===== src/rtl/i2cm_pkg.sv =====
package i2cm_pkg;

  localparam logic [1:0] REG_CTRL = 2'd0;
  localparam logic [1:0] REG_STAT = 2'd1;
  localparam logic [1:0] REG_OWN  = 2'd2;
  localparam logic [1:0] REG_DATA = 2'd3;

  typedef enum logic [2:0] {
    ST_IDLE,
    ST_START,
    ST_BITS,
    ST_HOLD,
    ST_STOP
  } engState_t;

  // datapath -> control: decoded software requests and current settings
  typedef struct packed {
    logic startReq;
    logic stopReq;
    logic resumeReq;
    logic masterTx;
    logic ackEn;
    logic txBit;
  } dpReq_t;

  // control -> datapath: strobes and engine state
  typedef struct packed {
    logic shiftStb;
    logic ackStb;
    logic byteDone;
    logic lineBit;
    logic busy;
    logic holding;
  } ctlStb_t;

endpackage


===== src/rtl/i2cm_tick.sv =====
module i2cm_tick #(
  parameter int PRE_LO   = 16,
  parameter int PRE_HI   = 512,
  parameter int DIV_W    = 4,
  parameter int QUARTERS = 4
) (
  input  logic             clk,
  input  logic             rstN,
  input  logic             run,
  input  logic             preSel,
  input  logic [DIV_W-1:0] divVal,
  output logic             tick
);
  localparam int MAX_CNT = (PRE_HI / QUARTERS) * (1 << DIV_W);
  localparam int CNT_W   = $clog2(MAX_CNT + 1);

  logic [CNT_W-1:0] limit;
  logic [CNT_W-1:0] cnt;
  logic             atEnd;

  always_comb begin
    limit = (preSel ? CNT_W'(PRE_HI / QUARTERS) : CNT_W'(PRE_LO / QUARTERS))
          * (CNT_W'(divVal) + CNT_W'(1));
    atEnd = (cnt == limit - CNT_W'(1));
  end

  always_ff @(posedge clk or negedge rstN) begin
    if (!rstN)          cnt <= '0;
    else if (!run)      cnt <= '0;
    else if (atEnd)     cnt <= '0;
    else                cnt <= cnt + CNT_W'(1);
  end

  assign tick = run && atEnd;

  // a quarter lasts at least two cycles, so ticks are never adjacent
  AST_TICK_SPACING: assert property (@(posedge clk) disable iff (!rstN)
    tick |=> !tick);

endmodule


===== src/rtl/i2cm_datapath.sv =====
module i2cm_datapath
  import i2cm_pkg::*;
#(
  parameter int DATA_W = 8,
  parameter int DIV_W  = 4
) (
  input  logic              clk,
  input  logic              rstN,
  input  logic              wrEn,
  input  logic [1:0]        addr,
  input  logic [DATA_W-1:0] wrData,
  output logic [DATA_W-1:0] rdData,
  input  ctlStb_t           stb,
  output dpReq_t            req,
  output logic              preSel,
  output logic [DIV_W-1:0]  divVal,
  output logic              irq
);
  logic              ackEnQ, preSelQ, intEnQ, pendingQ;
  logic [DIV_W-1:0]  divQ;
  logic [1:0]        modeQ;
  logic              txrxEnQ, nackQ;
  logic [DATA_W-1:0] ownQ, dataQ;

  logic wrCtrl, wrStat, wrOwn, wrData_;
  logic canStart;

  always_comb begin
    wrCtrl   = wrEn && (addr == REG_CTRL);
    wrStat   = wrEn && (addr == REG_STAT);
    wrOwn    = wrEn && (addr == REG_OWN);
    wrData_  = wrEn && (addr == REG_DATA);
    canStart = !stb.busy || stb.holding;

    req.startReq  = wrStat && wrData[7] && wrData[5] && wrData[4] && canStart;
    req.stopReq   = wrStat && !wrData[5] && stb.holding;
    req.resumeReq = wrCtrl && !wrData[4] && pendingQ && stb.holding;
    req.masterTx  = (modeQ == 2'b11);
    req.ackEn     = ackEnQ;
    req.txBit     = dataQ[DATA_W-1];
  end

  always_ff @(posedge clk or negedge rstN) begin
    if (!rstN) begin
      ackEnQ   <= 1'b0;
      preSelQ  <= 1'b0;
      intEnQ   <= 1'b0;
      divQ     <= '0;
      pendingQ <= 1'b0;
      modeQ    <= 2'b00;
      txrxEnQ  <= 1'b0;
      nackQ    <= 1'b0;
      ownQ     <= '0;
      dataQ    <= '0;
    end else begin
      if (wrCtrl) begin
        ackEnQ  <= wrData[7];
        preSelQ <= wrData[6];
        intEnQ  <= wrData[5];
        divQ    <= wrData[DIV_W-1:0];
      end
      if (stb.byteDone)
        pendingQ <= 1'b1;
      else if (req.resumeReq || req.startReq || req.stopReq)
        pendingQ <= 1'b0;
      if (wrStat && canStart) begin
        modeQ   <= wrData[7:6];
        txrxEnQ <= wrData[4];
      end
      if (stb.ackStb)
        nackQ <= stb.lineBit;
      if (wrOwn)
        ownQ <= wrData;
      if (stb.shiftStb)
        dataQ <= {dataQ[DATA_W-2:0], stb.lineBit};
      else if (wrData_ && canStart)
        dataQ <= wrData;
    end
  end

  always_comb begin
    unique case (addr)
      REG_CTRL: rdData = {ackEnQ, preSelQ, intEnQ, pendingQ, divQ};
      REG_STAT: rdData = {modeQ, stb.busy, txrxEnQ, 3'b000, nackQ};
      REG_OWN:  rdData = ownQ;
      default:  rdData = dataQ;
    endcase
  end

  assign preSel = preSelQ;
  assign divVal = divQ;
  assign irq    = pendingQ && intEnQ;

  AST_DATA_FROZEN: assert property (@(posedge clk) disable iff (!rstN)
    (stb.busy && !stb.holding && !stb.shiftStb) |=> $stable(dataQ));

  AST_PENDING_BUSY: assert property (@(posedge clk) disable iff (!rstN)
    pendingQ |-> stb.busy);

endmodule


===== src/rtl/i2cm_ctrl.sv =====
module i2cm_ctrl
  import i2cm_pkg::*;
#(
  parameter int BITS_PER_BYTE = 8
) (
  input  logic    clk,
  input  logic    rstN,
  input  logic    tick,
  input  dpReq_t  req,
  input  logic    sdaIn,
  output ctlStb_t stb,
  output logic    run,
  output logic    sclLow,
  output logic    sdaLow
);
  localparam int BC_W = $clog2(BITS_PER_BYTE + 1);
  localparam logic [BC_W-1:0] ACK_SLOT = BC_W'(BITS_PER_BYTE);

  engState_t       state;
  logic [1:0]      quarter;
  logic [BC_W-1:0] bitCnt;
  logic            firstByte;
  logic            txByte, lastQ, inAck;
  logic            sclNext, sdaNext;

  always_comb begin
    txByte = req.masterTx || firstByte;
    lastQ  = tick && (quarter == 2'd3);
    inAck  = (bitCnt == ACK_SLOT);
    run    = (state == ST_START) || (state == ST_BITS) || (state == ST_STOP);

    stb.shiftStb = (state == ST_BITS) && lastQ && !inAck;
    stb.ackStb   = (state == ST_BITS) && lastQ && inAck && txByte;
    stb.byteDone = (state == ST_BITS) && lastQ && inAck;
    stb.lineBit  = sdaIn;
    stb.busy     = (state != ST_IDLE);
    stb.holding  = (state == ST_HOLD);
  end

  always_ff @(posedge clk or negedge rstN) begin
    if (!rstN) begin
      state     <= ST_IDLE;
      quarter   <= 2'd0;
      bitCnt    <= '0;
      firstByte <= 1'b0;
    end else begin
      unique case (state)
        ST_IDLE: if (req.startReq) begin
          state     <= ST_START;
          quarter   <= 2'd0;
          firstByte <= 1'b1;
        end
        ST_HOLD: begin
          if (req.startReq) begin
            state     <= ST_START;
            quarter   <= 2'd0;
            firstByte <= 1'b1;
          end else if (req.stopReq) begin
            state   <= ST_STOP;
            quarter <= 2'd0;
          end else if (req.resumeReq) begin
            state   <= ST_BITS;
            quarter <= 2'd0;
            bitCnt  <= '0;
          end
        end
        ST_START: if (tick) begin
          quarter <= quarter + 2'd1;
          if (quarter == 2'd3) begin
            state  <= ST_BITS;
            bitCnt <= '0;
          end
        end
        ST_BITS: if (tick) begin
          quarter <= quarter + 2'd1;
          if (quarter == 2'd3) begin
            if (inAck) begin
              state     <= ST_HOLD;
              firstByte <= 1'b0;
            end else begin
              bitCnt <= bitCnt + BC_W'(1);
            end
          end
        end
        ST_STOP: if (tick) begin
          quarter <= quarter + 2'd1;
          if (quarter == 2'd3) state <= ST_IDLE;
        end
        default: state <= ST_IDLE;
      endcase
    end
  end

  // line levels per state and quarter; unlisted lines keep their value
  always_comb begin
    sclNext = sclLow;
    sdaNext = sdaLow;
    unique case (state)
      ST_IDLE: begin
        sclNext = 1'b0;
        sdaNext = 1'b0;
      end
      ST_START: begin
        if (quarter == 2'd0)      sdaNext = 1'b0;
        else if (quarter == 2'd1) sclNext = 1'b0;
        else begin
          sclNext = 1'b0;
          sdaNext = 1'b1;
        end
      end
      ST_BITS: begin
        if (quarter == 2'd0) sclNext = 1'b1;
        else if (quarter == 2'd1) begin
          sclNext = 1'b1;
          if (inAck) sdaNext = txByte ? 1'b0 : req.ackEn;
          else       sdaNext = txByte ? !req.txBit : 1'b0;
        end else sclNext = 1'b0;
      end
      ST_HOLD: sclNext = 1'b1;
      ST_STOP: begin
        if (quarter == 2'd0) begin
          sclNext = 1'b1;
          sdaNext = 1'b1;
        end else if (quarter == 2'd1) sclNext = 1'b0;
        else begin
          sclNext = 1'b0;
          sdaNext = 1'b0;
        end
      end
      default: begin
        sclNext = 1'b0;
        sdaNext = 1'b0;
      end
    endcase
  end

  always_ff @(posedge clk or negedge rstN) begin
    if (!rstN) begin
      sclLow <= 1'b0;
      sdaLow <= 1'b0;
    end else begin
      sclLow <= sclNext;
      sdaLow <= sdaNext;
    end
  end

  AST_NO_JOINT_EDGE: assert property (@(posedge clk) disable iff (!rstN)
    !(!$stable(sclLow) && !$stable(sdaLow)));

  AST_HOLD_FROZEN: assert property (@(posedge clk) disable iff (!rstN)
    (state == ST_HOLD && $past(state == ST_HOLD)) |-> (sclLow && $stable(sdaLow)));

  AST_IDLE_RELEASED: assert property (@(posedge clk) disable iff (!rstN)
    (state == ST_IDLE && $past(state == ST_IDLE)) |-> (!sclLow && !sdaLow));

  AST_BITCNT_RANGE: assert property (@(posedge clk) disable iff (!rstN)
    (state == ST_BITS) |-> (bitCnt <= ACK_SLOT));

endmodule


===== src/rtl/i2c_byte_engine.sv =====
module i2c_byte_engine
  import i2cm_pkg::*;
#(
  parameter int DATA_W   = 8,
  parameter int DIV_W    = 4,
  parameter int PRE_LO   = 16,
  parameter int PRE_HI   = 512,
  parameter int QUARTERS = 4
) (
  input  logic              clk,
  input  logic              rstN,
  input  logic              regWrEn,
  input  logic [1:0]        regAddr,
  input  logic [DATA_W-1:0] regWrData,
  output logic [DATA_W-1:0] regRdData,
  input  logic              sdaIn,
  output logic              sclDriveLow,
  output logic              sdaDriveLow,
  output logic              irq
);
  dpReq_t           req;
  ctlStb_t          stb;
  logic             run, tick, preSel;
  logic [DIV_W-1:0] divVal;

  i2cm_datapath #(.DATA_W(DATA_W), .DIV_W(DIV_W)) u_dp (
    .clk(clk), .rstN(rstN), .wrEn(regWrEn), .addr(regAddr),
    .wrData(regWrData), .rdData(regRdData), .stb(stb), .req(req),
    .preSel(preSel), .divVal(divVal), .irq(irq)
  );

  i2cm_tick #(.PRE_LO(PRE_LO), .PRE_HI(PRE_HI), .DIV_W(DIV_W),
              .QUARTERS(QUARTERS)) u_tick (
    .clk(clk), .rstN(rstN), .run(run), .preSel(preSel),
    .divVal(divVal), .tick(tick)
  );

  i2cm_ctrl #(.BITS_PER_BYTE(DATA_W)) u_ctrl (
    .clk(clk), .rstN(rstN), .tick(tick), .req(req), .sdaIn(sdaIn),
    .stb(stb), .run(run), .sclLow(sclDriveLow), .sdaLow(sdaDriveLow)
  );

endmodule


===== config.mk =====
export PLATFORM = sky130hd
export DESIGN_NAME = i2c_byte_engine
export DESIGN_NICKNAME = d
export VERILOG_FILES = /design/src/rtl/i2cm_pkg.sv /design/src/rtl/i2cm_tick.sv /design/src/rtl/i2cm_datapath.sv /design/src/rtl/i2cm_ctrl.sv /design/src/rtl/i2c_byte_engine.sv
export SDC_FILE = /design/constraint.sdc
export NUM_CORES = 1
export LEC_CHECK = 0
export BUFFER_PORTS_ARGS = -buffer_cell sky130_fd_sc_hd__buf_2
export CAP_MARGIN = 0
export CORE_MARGIN = 2
export CORE_UTILIZATION = 46
export CTS_CLUSTER_SIZE = 12
export DETAILED_ROUTE_END_ITERATION = 12
export GPL_TIMING_DRIVEN = 0
export MAX_ROUTING_LAYER = met4
export PLACE_DENSITY = 0.71
export SETUP_SLACK_MARGIN = 0.15
export SYNTH_ARGS = -nofsm -noshare
export SYNTH_HDL_FRONTEND = slang
export SYNTH_SLANG_ARGS = --single-unit

===== constraint.sdc =====
create_clock -name clk -period 9.6 [get_ports clk]
set_input_delay 1.92 -clock clk [delete_from_list [all_inputs] [get_ports clk]]
set_output_delay 1.92 -clock clk [all_outputs]
set_load 0.005 [all_outputs]

==> results of run 1 <==
==> sequential cells by signal, summed over array words and instances, names as in the netlist <==
register / count
u_ctrl.firstByte: 1
u_dp.pendingQ: 1
u_dp.modeQ: 2
u_dp.dataQ: 8
u_ctrl.sclLow: 1
u_ctrl.state: 3
u_dp.intEnQ: 1
u_ctrl.bitCnt: 4
u_ctrl.quarter: 2
u_ctrl.sdaLow: 1
u_dp.divVal: 4
u_dp.preSel: 1
u_dp.ackEnQ: 1
u_dp.txrxEnQ: 1
u_dp.nackQ: 1
u_dp.ownQ: 8
u_tick.cnt: 12
==> metrics by stage <==
| step | power (uW) | hold slack, ps | utilization | std cells |
|---|---|---|---|---|
| 6_report | 849 | 503 | 0.526 | 485 |
| 2_1_floorplan | 596 | 448 | - | 355 |
| 4_1_cts | 852 | 509 | 0.526 | 485 |
| 5_1_grt | 918 | 518 | 0.526 | 485 |
| 3_3_place_gp | 680 | 476 | 0.509 | 477 |
| 3_5_place_dp | 689 | 485 | 0.509 | 477 |
==> cell families after synthesis <==
family	Yosys count	synth area share
buf+inv	39	0.0460
flops	52	0.377
simple gates	108	0.168
xor+xnor	22	0.0558
mux	27	0.104
fa+ha+maj	23	0.0855
compound gates	84	0.164
==> synth_stat cells, types with 9 or more instances <==
library cell	n	area share
a22o_1	10	0.025
nand3_1	19	0.028
mux2_2	16	0.052
inv_1	28	0.030
o21ai_0	24	0.035
a21o_1	9	0.020
a21oi_1	13	0.019
xnor2_1	10	0.025
ha_1	22	0.080
nand2_1	26	0.028
xor2_1	12	0.030
dfrtp_1	52	0.38
nor2_1	31	0.034
==> final cells by class <==
class                   count  area [um2]  area share
plain buffers              11        53.8      0.0141
clock buffers               6        82.6      0.0216
clock inverters             2        38.8      0.0102
inverters                  28         105      0.0276
multi-input cells         264        1990       0.523
flip-flops and latches     52        1300       0.341
well taps                  99         124      0.0325
repair buffers             23         115      0.0302
==> worst reg2reg max path, stage by stage, from the launching register on <==
cell     delay [ps]
dfrtp_1         500
ha_1            280
xor2_1          210
nand2_1         110
ha_1            290
ha_1            170
inv_1            60
fa_1            410
nor2b_1         140
o21a_1          180
a22oi_1          80
o21ai_0         420
nand4_4         240
nor4_4          670
nor2_4          120
a21o_1          220
==> report_power, final <==
group          internal (uW)  leakage, uW  switching (uW)
registers                272     0.000659            53.6
clock network           85.4    0.0000614            76.5
logic                    172      0.00110             189
==> layer usage <==
layer	wire length, um	vias up
met5	0	-
met4	57	0
met3	299	5
met2	3410	62
met1	3540	1311
li1	-	1331
==> how the worst max path moves through the flow <==
stage,slack [ps],start,cells after the start,endpoint
floorplan,4570,regAddr[1],3,regRdData[4]
global placement,4200,regAddr[1],4,regRdData[4]
detailed placement,4210,regAddr[1],4,regRdData[4]
CTS,4180,regAddr[1],4,regRdData[4]
global route,4090,regAddr[1],4,regRdData[4]
finish,4200,regAddr[1],4,regRdData[4]
==> metrics.md, run 1 <==
| Metric | Value |
|---|---|
| Worst Path Max Fanout | 10 |
| DRC | 0 |
| Final setup violation count | 0 |
| Initial antenna violation count | 0 |
| DRT iter0 DRCs | 170 |
| Power Density | 222 nW/um2 |
| Synth async-reset ratio | 1.00 |
| First-pass GRT wire length | 12.4 mm |
| R2R Setup Slk | 5430 ps |
| Worst R2R Path Depth | 15 |
| PostCTS Resize Cnt | 0 |
| Cell variety after synth | between 50 and 60 |
| Hold path start | u_dp.nackQ |
| DP Area | approximately 3700 um2 |
| Worst flop-to-flop path endpoint | u_dp.dataQ[0] |
| Worst Path Arrival | 3480 ps |
| Port bufs | 23 |
| Global routing usage on met1 | 0.257 |
| Minimum clock period | 5400 ps |
| Pre-CTS WS | around 4200 ps |
| Post-synth EDFFs | 0 |
| Worst path cell trace | clkbuf_1 > clkbuf_1 > mux4_2 > buf_2 |
| Via count of the first global-routing pass | 2602 |
| Worst Clk Skew | 19.1 ps |
| Final period util | 0.562 |
| Max VDD drop | 0.123 mV |
| All-layer global routing usage | 0.190 |
| DPL Wire Length | ~5.5 mm |
| Commonest non-fill, non-tap cell in the layout | dfrtp_1 |
| Die Footprint | between 8000 and 9000 um2 |
| CTS tree | yes |
| Syn_nets | 392 |
| Worst Tran Pin Value | 1150 ps |
| WHS Endpoint | u_dp.nackQ |
| Hold/Removal Path Class | reg -> reg |
| Initial DRT Pass Iterations | 4 |
| Syn Std Cell Area | 3450 um2 |
| Slew Viols, Final | 0 |
| Placer Congestion | 0.853 |
| Top cell by count, worst path | clkbuf_1 |
| CP delay by family, top | buffers and inverters |
| Yosys warns | 0 |
| Synthesized flop and latch total | 52 |
| Startpoint types | input port |
| Commonest non-fill, non-tap cells in the layout | dfrtp_1, nor2_1, inv_1 |
| Post-synthesis sequential area ratio | 0.377 |
| Met2 global-route usage | 0.311 |
| WS Path Type | in -> out |
| Worst EP required | roughly 7700 ps |
| Post-CTS Hold Fix Bufs | 0 |
| Clock slew seen by the registers of the worst setup and hold paths | 100 ps |
| Layout cells sized above 1 | 0.179 |
| Final instance area | 3810 um2 |
| Layout area overhead | 10.4% |
| Max Cap Viol | 0 |
| Buf/Inv on CP | 3 |
| Synth Instances | 355 |
| Reg-to-reg startpoint | u_dp.divVal[1] |
| Clock Path Buffers | 2 |
| Fill cell count | 664 |
| Nets@finish | between 400 and 500 |
| Slew Limit Headroom | 0.235 |
| Die W | 90.7 um |
| Pin count of the biggest net entering global routing | 53 |
| Die Y | 90.7 um |
| Vias | 2709 |
| Post-Route WL | 7.31 mm |
| Top FF cell, synth | dfrtp_1 |
| Met3 usage | 0.0242 |
| CTS H-Tree Depth | 2 |
| Ports | 25 |
| Clk_lat worst skew | 310 ps |
| Clk root buf | clkbuf_8 |
| Hold depth | 1 |
| Final WS setup | 4200 ps |
| CP max stage delay | ~600 ps |
| Total gr overflow | 0 |
| Num CTS Buffers | 5 |
| ANT nets after route | 0 |
| Sum of negative setup slack | 0 ps |
| Core area | 7250 um2 |
| Synth Area per Inst | around 10 um2 |
| CTS Sinks | 52 |
| Crit-path slowest cell | mux4_2 |
| Grt peak-use layer | met2 |
| Static leakage | 0.00182 uW |
| Status | completed |
| Avg WL per Cell | 15.1 um |
| Std-Cell Rows | 31 |
| Max frequency | 185 MHz |
| Starting Density | 0.476 |
| Inserted Diodes | 0 |
| Vias/cell | 5.59 |
| Final Hold Viols | 0 |
| Crit. End Element | output pin |
| Post-CTS setup buffer count | 0 |
| RSZ-0062 raised after global routing | no |
Note: power is estimated with default switching activity, not from simulation.
==> run 2: changes to the inputs <==
PLACE_DENSITY = 0.73   (was 0.71)
clock period = 4.7 ns   (was 9.6 ns; I/O delays follow)
==> metrics.md, run 2 (synthesized netlist as in run 1, its figures left out) <==
| Metric | Value |
|---|---|
| Final period util | 0.886 |
| DRT iter0 DRCs | 238 |
| Clock slew seen by the registers of the worst setup and hold paths | 110 ps |
| Reg-to-reg startpoint | u_dp.divVal[1] |
| Die Footprint | 8220 um2 |
| Power Density | 445 nW/um2 |
| Status | completed |
| RSZ-0062 raised after global routing | no |
| Worst EP required | ~4900 ps |
| Layout area overhead | 9.74% |
| Avg WL per Cell | 14.9 um |
| Clk_lat worst skew | 310 ps |
| Cell total after placement | 477 |
| Worst Setup SP | u_dp.divVal[1] |
| CTS Sinks | 52 |
| Final Hold Viols | 0 |
| Final Non-Filler Cells | 485 |
| Commonest non-fill, non-tap cell in the layout | dfrtp_1 |
| Die Y | 90.7 um |
| Hold path start | u_tick.cnt[0] |
| All-layer global routing usage | 0.190 |
| Inserted Diodes | 0 |
| Max VDD drop | 0.201 mV |
| Port bufs | 23 |
| Worst Path Max Fanout | 10 |
| Via count of the first global-routing pass | around 2700 |
| Clk root buf | clkbuf_8 |
| Startpoint types | flop |
| Static leakage | 0.00181 uW |
| PostCTS Resize Cnt | 0 |
| WS Path Type | reg -> reg |
| Sum of negative setup slack | 0 ps |
| Biggest register | u_tick.cnt |
| Initial antenna violation count | 0 |
| Post-CTS setup buffer count | 0 |
| Initial DRT Pass Iterations | 4 |
| Total gr overflow | 0 |
| Worst Clk Skew | between 10 and 15 ps |
| Minimum clock period | 4170 ps |
| Vias | between 2000 and 3000 |
| Die W | around 91 um |
| Nets@finish | 422 |
| Max Cap Viol | 0 |
| CTS tree | yes |
| Worst Path Arrival | 4380 ps |
| Vias/cell | 5.65 |
| Std-Cell Rows | 31 |
| Starting Density | 0.476 |
| Core area | 7250 um2 |
| DRC | 0 |
| DPL Wire Length | 5.41 mm |
| First-pass GRT wire length | 12.7 mm |
| Post-CTS Hold Fix Bufs | 0 |
| ANT nets after route | 0 |
| Post-Route WL | 7.22 mm |
| Placer Congestion | 0.845 |
| Slew Viols, Final | 0 |
| Largest register FFs | 12 |
| Slew Limit Headroom | 0.231 |
| Max frequency | approximately 240 MHz |
| Biggest regs | u_tick.cnt: 12 flops, u_dp.dataQ: 8 flops, u_dp.ownQ: 8 flops |
| Final setup violation count | 0 |
| Hold/Removal Path Class | reg -> reg |
| Ports | 25 |
| Num CTS Buffers | 5 |
| Clock Path Buffers | 2 |
| CTS H-Tree Depth | 2 |
| Commonest non-fill, non-tap cells in the layout | dfrtp_1, nor2_1, inv_1 |
| Crit. End Element | flop |
| Pin count of the biggest net entering global routing | 53 |
| Worst Tran Pin Value | ~1200 ps |
| Layout cells sized above 1 | 0.179 |
-- run 2: changes by cell type in the layout (fill, tap and decap cells not counted), sizes merged --
cell    change
inv         +3
bufinv      -1
clkbuf      -1
clkinv      -1
-- run 2: final timing paths --
kind	cells after the start	slack (ps)	to
max	15	530	u_dp.dataQ[7]
max in group asynchronous	1	3150	u_tick.cnt[10]
min	1	490	u_tick.cnt[0]
min in group asynchronous	1	850	u_dp.ownQ[3]
max reg2reg	15	530	u_dp.dataQ[7]
min reg2reg	1	490	u_tick.cnt[0]
-- run 2: stage by stage --
step	cell area (um2)	total power [uW]	hold WS [ps]	setup WS, ps	utilization
after floorplan	3450	1220	448	1050	-
after global placement	3690	1390	475	614	0.509
after detailed placement	3690	1410	467	525	0.509
after CTS	3790	1700	489	503	0.523
after global routing	3790	1820	509	254	0.523
final	3790	1690	489	535	0.523
-- run 2: critical path: stages (launching register included) --
cell     delay [ps]
dfrtp_1         480
ha_1            280
xor2_1          190
nand2_1         100
ha_1            300
ha_1            170
inv_1            60
fa_1            510
xor2_1          140
and4_1          220
nand4_1         100
nor3_2          300
nand4_4         200
nor4_4          670
nor2_4          130
a21o_1          210
-- run 2: layout make-up --
cell class	count	area, um2
Timing Repair Buffer	23	115
Sequential cell	52	1300
Fill cell	671	3460
Multi-Input combinational cell	264	1990
Buffer	11	53.8
Inverter	28	105
Tap cell	99	124
Clock buffer	5	68.8
Clock inverter	3	28.8
-- run 2: routing by layer --
layer / GRT usage / vias to the layer above / routed length (um)
li1: - / 1327 / -
met1: 0.265 / 1350 / 3560
met2: 0.297 / 57 / 3340
met3: 0.0250 / 6 / 245
met4: 0.0449 / 0 / 76
met5: - / - / 0
-- run 2: power breakdown --
group | internal, uW | switching, uW
sequential | 555 | 108
combinational | 355 | 389
clock | 113 | 167
total | 1020 | 664
